`config.mk`:
```
export PLATFORM = sky130hd
export DESIGN_NAME = evt_stamp_bank
export DESIGN_NICKNAME = d
export VERILOG_FILES = /design/src/rtl/evt_stamp_pkg.sv /design/src/rtl/din_edge_det.sv /design/src/rtl/trig_select.sv /design/src/rtl/stamp_bank_store.sv /design/src/rtl/evt_stamp_bank.sv
export SDC_FILE = /design/constraint.sdc
export NUM_CORES = 1
export LEC_CHECK = 0
export ABC_AREA = 1
export CAP_MARGIN = 20
export CORE_MARGIN = 2
export CORE_UTILIZATION = 43
export CTS_CLUSTER_SIZE = 40
export DETAILED_ROUTE_END_ITERATION = 10
export PLACE_DENSITY = 0.82
export SETUP_SLACK_MARGIN = 0.15
export SLEW_MARGIN = 10
export SYNTH_ARGS = -nofsm -noshare
export SYNTH_HDL_FRONTEND = slang
export SYNTH_HIERARCHICAL = 1
export SYNTH_SLANG_ARGS = --single-unit
```
`constraint.sdc`:
```
create_clock -name clk -period 1.51 [get_ports clk]
set_input_delay 0.302 -clock clk [delete_from_list [all_inputs] [get_ports clk]]
set_output_delay 0.302 -clock clk [all_outputs]
set_load 0.03 [all_outputs]
```
`src/rtl/evt_stamp_pkg.sv`:
```
package evt_stamp_pkg;

    localparam int FIELD_W = 8;
    localparam int NUM_FIELDS = 8;
    localparam int REC_W = FIELD_W * NUM_FIELDS;
    localparam int CODE_W = 3;

    typedef enum logic [CODE_W-1:0] {
        CAUSE_NONE    = 3'd0,
        CAUSE_DIN     = 3'd1,
        CAUSE_TO_MAIN = 3'd2,
        CAUSE_TO_BAK  = 3'd3,
        CAUSE_LOWBAT  = 3'd4
    } cause_e;

    typedef struct packed {
        logic [FIELD_W-1:0] year;
        logic [FIELD_W-1:0] month;
        logic [FIELD_W-1:0] date;
        logic [FIELD_W-1:0] hour;
        logic [FIELD_W-1:0] min;
        logic [FIELD_W-1:0] sec;
        logic [FIELD_W-1:0] subsec;
    } time_snap_t;

    typedef struct packed {
        logic [FIELD_W-1:0] flags;
        time_snap_t         when;
    } stamp_rec_t;

    function automatic logic [FIELD_W-1:0] flags_of(input cause_e c);
        logic [FIELD_W-1:0] f;
        f = '0;
        f[CODE_W-1:0] = c;
        return f;
    endfunction

    function automatic stamp_rec_t make_rec(input time_snap_t t, input cause_e c);
        stamp_rec_t r;
        r.flags = flags_of(c);
        r.when  = t;
        return r;
    endfunction

endpackage

```
`src/rtl/din_edge_det.sv`:
```
module din_edge_det (
    input  logic clk,
    input  logic rst,
    input  logic pol,
    input  logic lvl,
    output logic edge_hit
);
    logic prev_q;
    logic primed_q;

    always_ff @(posedge clk) begin
        if (rst) begin
            prev_q   <= 1'b0;
            primed_q <= 1'b0;
        end else begin
            prev_q   <= lvl;
            primed_q <= 1'b1;
        end
    end

    // No edge is reported until one level has been sampled after reset.
    always_comb begin
        if (!primed_q)
            edge_hit = 1'b0;
        else if (pol)
            edge_hit = lvl & ~prev_q;
        else
            edge_hit = ~lvl & prev_q;
    end
endmodule

```
`src/rtl/trig_select.sv`:
```
module trig_select
    import evt_stamp_pkg::*;
(
    input  logic   func_en,
    input  logic   en_lowbat,
    input  logic   en_supply,
    input  logic   en_din,
    input  logic   lowbat_p,
    input  logic   to_main_p,
    input  logic   to_bak_p,
    input  logic   din_edge,
    output logic   hit,
    output cause_e cause
);
    logic lb_ok, tm_ok, tb_ok, di_ok;

    assign lb_ok = func_en & en_lowbat & lowbat_p;
    assign tm_ok = func_en & en_supply & to_main_p;
    assign tb_ok = func_en & en_supply & to_bak_p;
    assign di_ok = func_en & en_din & din_edge;

    always_comb begin
        if (lb_ok)      cause = CAUSE_LOWBAT;
        else if (tm_ok) cause = CAUSE_TO_MAIN;
        else if (tb_ok) cause = CAUSE_TO_BAK;
        else if (di_ok) cause = CAUSE_DIN;
        else            cause = CAUSE_NONE;
    end

    assign hit = lb_ok | tm_ok | tb_ok | di_ok;
endmodule

```
`src/rtl/stamp_bank_store.sv`:
```
module stamp_bank_store
    import evt_stamp_pkg::*;
#(
    parameter int NUM_BANKS = 4
) (
    input  logic       clk,
    input  logic       rst,
    input  logic       clr,
    input  logic       ovw,
    input  logic       hit,
    input  cause_e     cause,
    input  time_snap_t now,
    output stamp_rec_t banks [NUM_BANKS],
    output logic       irq
);
    localparam int CNT_W = $clog2(NUM_BANKS + 1);
    localparam logic [CNT_W-1:0] FULL = CNT_W'(NUM_BANKS);

    logic [CNT_W-1:0] held_q;
    logic             room;
    logic             take;

    assign room = (held_q != FULL);
    assign take = hit & ~clr & (ovw | room);

    always_ff @(posedge clk) begin
        if (rst || clr) begin
            held_q <= '0;
            irq    <= 1'b0;
        end else begin
            irq <= take;
            if (take && room)
                held_q <= held_q + 1'b1;
        end
    end

    always_ff @(posedge clk) begin
        if (rst || clr)
            banks[0] <= '0;
        else if (take)
            banks[0] <= make_rec(now, cause);
    end

    for (genvar g = 1; g < NUM_BANKS; g++) begin : g_shift
        always_ff @(posedge clk) begin
            if (rst || clr)
                banks[g] <= '0;
            else if (take)
                banks[g] <= banks[g-1];
        end
    end
endmodule

```
`src/rtl/evt_stamp_bank.sv`:
```
module evt_stamp_bank
    import evt_stamp_pkg::*;
#(
    parameter int NUM_BANKS = 4
) (
    input  logic                         clk,
    input  logic                         rst,
    input  logic                         func_en,
    input  logic                         ovw_en,
    input  logic                         clr_stb,
    input  logic                         en_lowbat,
    input  logic                         en_supply,
    input  logic                         en_din,
    input  logic                         din_pol,
    input  logic                         din_lvl,
    input  logic                         to_main_p,
    input  logic                         to_bak_p,
    input  logic                         lowbat_p,
    input  logic [7:0]                   t_subsec,
    input  logic [7:0]                   t_sec,
    input  logic [7:0]                   t_min,
    input  logic [7:0]                   t_hour,
    input  logic [7:0]                   t_date,
    input  logic [7:0]                   t_month,
    input  logic [7:0]                   t_year,
    output logic [NUM_BANKS*REC_W-1:0]   bank_flat,
    output logic                         stamp_irq
);
    logic       din_edge;
    logic       hit;
    cause_e     cause;
    time_snap_t now;
    stamp_rec_t banks [NUM_BANKS];

    assign now = '{year: t_year, month: t_month, date: t_date, hour: t_hour,
                   min: t_min, sec: t_sec, subsec: t_subsec};

    din_edge_det u_edge (
        .clk      (clk),
        .rst      (rst),
        .pol      (din_pol),
        .lvl      (din_lvl),
        .edge_hit (din_edge)
    );

    trig_select u_sel (
        .func_en   (func_en),
        .en_lowbat (en_lowbat),
        .en_supply (en_supply),
        .en_din    (en_din),
        .lowbat_p  (lowbat_p),
        .to_main_p (to_main_p),
        .to_bak_p  (to_bak_p),
        .din_edge  (din_edge),
        .hit       (hit),
        .cause     (cause)
    );

    stamp_bank_store #(.NUM_BANKS(NUM_BANKS)) u_store (
        .clk   (clk),
        .rst   (rst),
        .clr   (clr_stb),
        .ovw   (ovw_en),
        .hit   (hit),
        .cause (cause),
        .now   (now),
        .banks (banks),
        .irq   (stamp_irq)
    );

    for (genvar g = 0; g < NUM_BANKS; g++) begin : g_flat
        assign bank_flat[g*REC_W +: REC_W] = banks[g];
    end
endmodule

```
==> run summary <==
Die width: 163 um
Crit path time final: 1.87 ns
Post-layout util: 0.683
Largest net degree at the start of global routing: 49
CP Class: reg -> reg
Switching share of power: 0.268
Post-DR vias/cell: 5.17
Core area: 0.0250 mm2
Pwr/cell area: 998 mW/mm2
Seq pwr share: 0.402
Failing checks: negative setup slack
Most common cell after layout, fill and taps aside: nor2_1
CTS tree: built
CTS H-tree lvls: 1
Clk slew on worst S/H paths: 0.06 ns
Top cells by area, synth: dfxtp_1, nand3b_1, a21oi_1
Fmax: 534 MHz
CP endpoint kind: flip-flop
Post-CTS Hold Buffers: 0
Worst Skew: 0.00796 ns
Crit share post-route: 1.24
Final count of pins violating max slew: 0
Seq cells post-synth: 242
Most Frequent Cell on Critical Path: nand2_1
# rows: 58
Vias in the first global route: 9408
Final Setup Violations: 237
VDD IR max: 0.000813 V
Die height: 163 um
Status: complete, but fails checks
Hold Path Depth: 3
Antenna violations before repair: 3
Routed via count: 10800
Hold Path Class: in -> reg
Syn Std Cell Area: 0.0109 mm2
Combinational share of power: 0.189
Pint: 12.5 mW
CP peak stage delay: 0.34 ns
RSZ-0062 raised after global routing: true
Final WS setup: -0.361 ns
Clock network power share: 0.409
Post-synth top area cell: dfxtp_1
Share of cells above drive strength 1: 0.360
Net Sw Power: 4.56 mW
DR DRC count: 0
Cts bufs inserted: 27
Port Buffers: 305
Post-synthesis sequential area ratio: 0.446
Full die area: 0.0265 mm2
Post-Syn Area per Cell: 7.80 um2
Post-Synthesis Cells: 1392
GR Overflow Total: 0
Routed len/inst: 17.2 um
Wirelength, routed: 36000 um
First-pass GRT wire length: 49800 um
Syn. warnings: 6
Initial core utilization: 0.435
Crit path max fanout: 9
Cell variety after synth: 19
R2R depth: 16
Drt pass-1 iters: 7
Tot GR Track Use: 0.230
Post-DRT Antenna Nets: 0
Gp weighted congestion: 0.900
DR iter-0 viols: 910
Worst-Skew Late Latency: 0.52 ns
Commonest non-fill, non-tap cells in the layout: nor2_1, nand2_1, a21oi_1, nand3b_1, buf_6
Layout Nets: 1807
Clock Root Buffer: clkbuf_16
Area delta synth->final: 57.0%
Slowest CP cell: dfxtp_2
Synth top area share: 0.446
CP Launch Type: flip-flop
Aggregate negative setup slack: -62.27 ns
Hold Violations, Final: 0
Cell Chain, Critical Path: nand2_2 > nand2_1 > nand2_1 > nor2_2 > nand3_1 > nand2_1 > inv_2 > nand2_2 > inv_2 > nor2_4 > buf_12 > clkbuf_16 > buf_4 > nand3b_1 > nand2_1 > nor2_1
Fillers: 1829
WP data arrival: 2.29 ns
Placed Area: 0.0147 mm2
Fin area: 0.0171 mm2
P_leak: 6.91 nW
Clock sinks: 242
Worst EP required: 1.93 ns
# IOs: 326
Max Root-Sink Buffers: 3
Max_cap viols: 0
Hpwl dp: 22200 um
## power groups by stage
| stage | Combinational (mW) | Sequential [mW] | Clock, mW |
|---|---|---|---|
| after global placement | 2.67 | 6.91 | 0 |
| after detailed placement | 2.71 | 6.91 | 0 |
| final | 3.22 | 6.83 | 6.96 |
| after floorplan | 1.33 | 7.29 | 0 |
| after global routing | 3.44 | 6.85 | 7.32 |
| after CTS | 2.71 | 6.78 | 7.04 |
## metal layers
| metal | wire length (um) | track usage |
|---|---|---|
| met1 | 14900 | 0.298 |
| met2 | 17100 | 0.368 |
| met3 | 2490 | 0.0479 |
| met4 | 1570 | 0.106 |
| met5 | 12 | 0 |
## Yosys cell counts
master / instances
a21oi_1: 238
buf_2: 80
buf_4: 42
buf_6: 27
clkbuf_1: 2
conb_1: 1
dfxtp_1: 242
ha_1: 2
inv_1: 14
inv_2: 1
nand2_1: 250
nand3_1: 4
nand3_2: 1
nand3_4: 1
nand3b_1: 236
nor2_1: 246
nor2_2: 2
nor2_4: 1
o21ai_0: 2
## through the flow
stage          setup slack, ns  hold WS, ns  instances  total power [mW]
3_3_place_gp            -0.962        0.460       1996              9.58
3_5_place_dp            -0.973        0.468       1996              9.63
6_report                -0.361        0.248       2088              17.0
2_1_floorplan         -0.00255        0.359       1411              8.63
5_1_grt                 -0.455        0.249       2086              17.6
4_1_cts                 -0.348        0.236       2049              16.5
## final timing paths
check                                        from                end  slack, ns
worst max-delay path                u_edge/prev_q  u_store/banks[36]      -0.36
worst min-delay path                      din_lvl      u_edge/prev_q       0.25
worst max register to register      u_edge/prev_q  u_store/banks[36]      -0.36
worst min register to register  u_store/banks[10]  u_store/banks[10]       0.48
## registers in the layout, summed over array words and instances, names as in the netlist
register	count
u_store/irq	1
u_store/held_q	3
u_store/banks	236
u_edge/prev_q	1
u_edge/primed_q	1
## layout make-up
type	instances	area, um2	share of cell area
Antenna cell	2	5.00	0.000293
Clock buffer	33	758	0.0445
Clock inverter	16	188	0.0110
Inverter	15	68.8	0.00403
Multi-Input combinational cell	1003	5080	0.298
Sequential cell	242	5100	0.299
Tap cell	330	413	0.0242
Timing Repair Buffer	447	5450	0.319
## kinds of logic after synthesis
kind of cell,Yosys count,synth area share
adders and majority gates,2,0.00230
buffers and inverters,166,0.0997
and+or+nand+nor,741,0.341
other,1,0.000345
DFF,242,0.446
AOI/OAI and AO/OA,240,0.111
## critical path, delay by kind of cell (launching register included)
kind                   cells  cell delay [ns]
AND/OR/NAND/NOR           11             0.84
buffers and inverters      5             0.57
flip-flops                 1             0.34
## repair_timing
action / in CTS / in global routing
gates cloned: 2 / 30
endpoints found under the setup margin: 475 / 434
pin swaps: 1 / 34
endpoints found under the hold margin: 0 / 0
resized for setup: 706 / 1051
setup buffers: 2 / 7
Note: power is estimated with default switching activity, not from simulation.
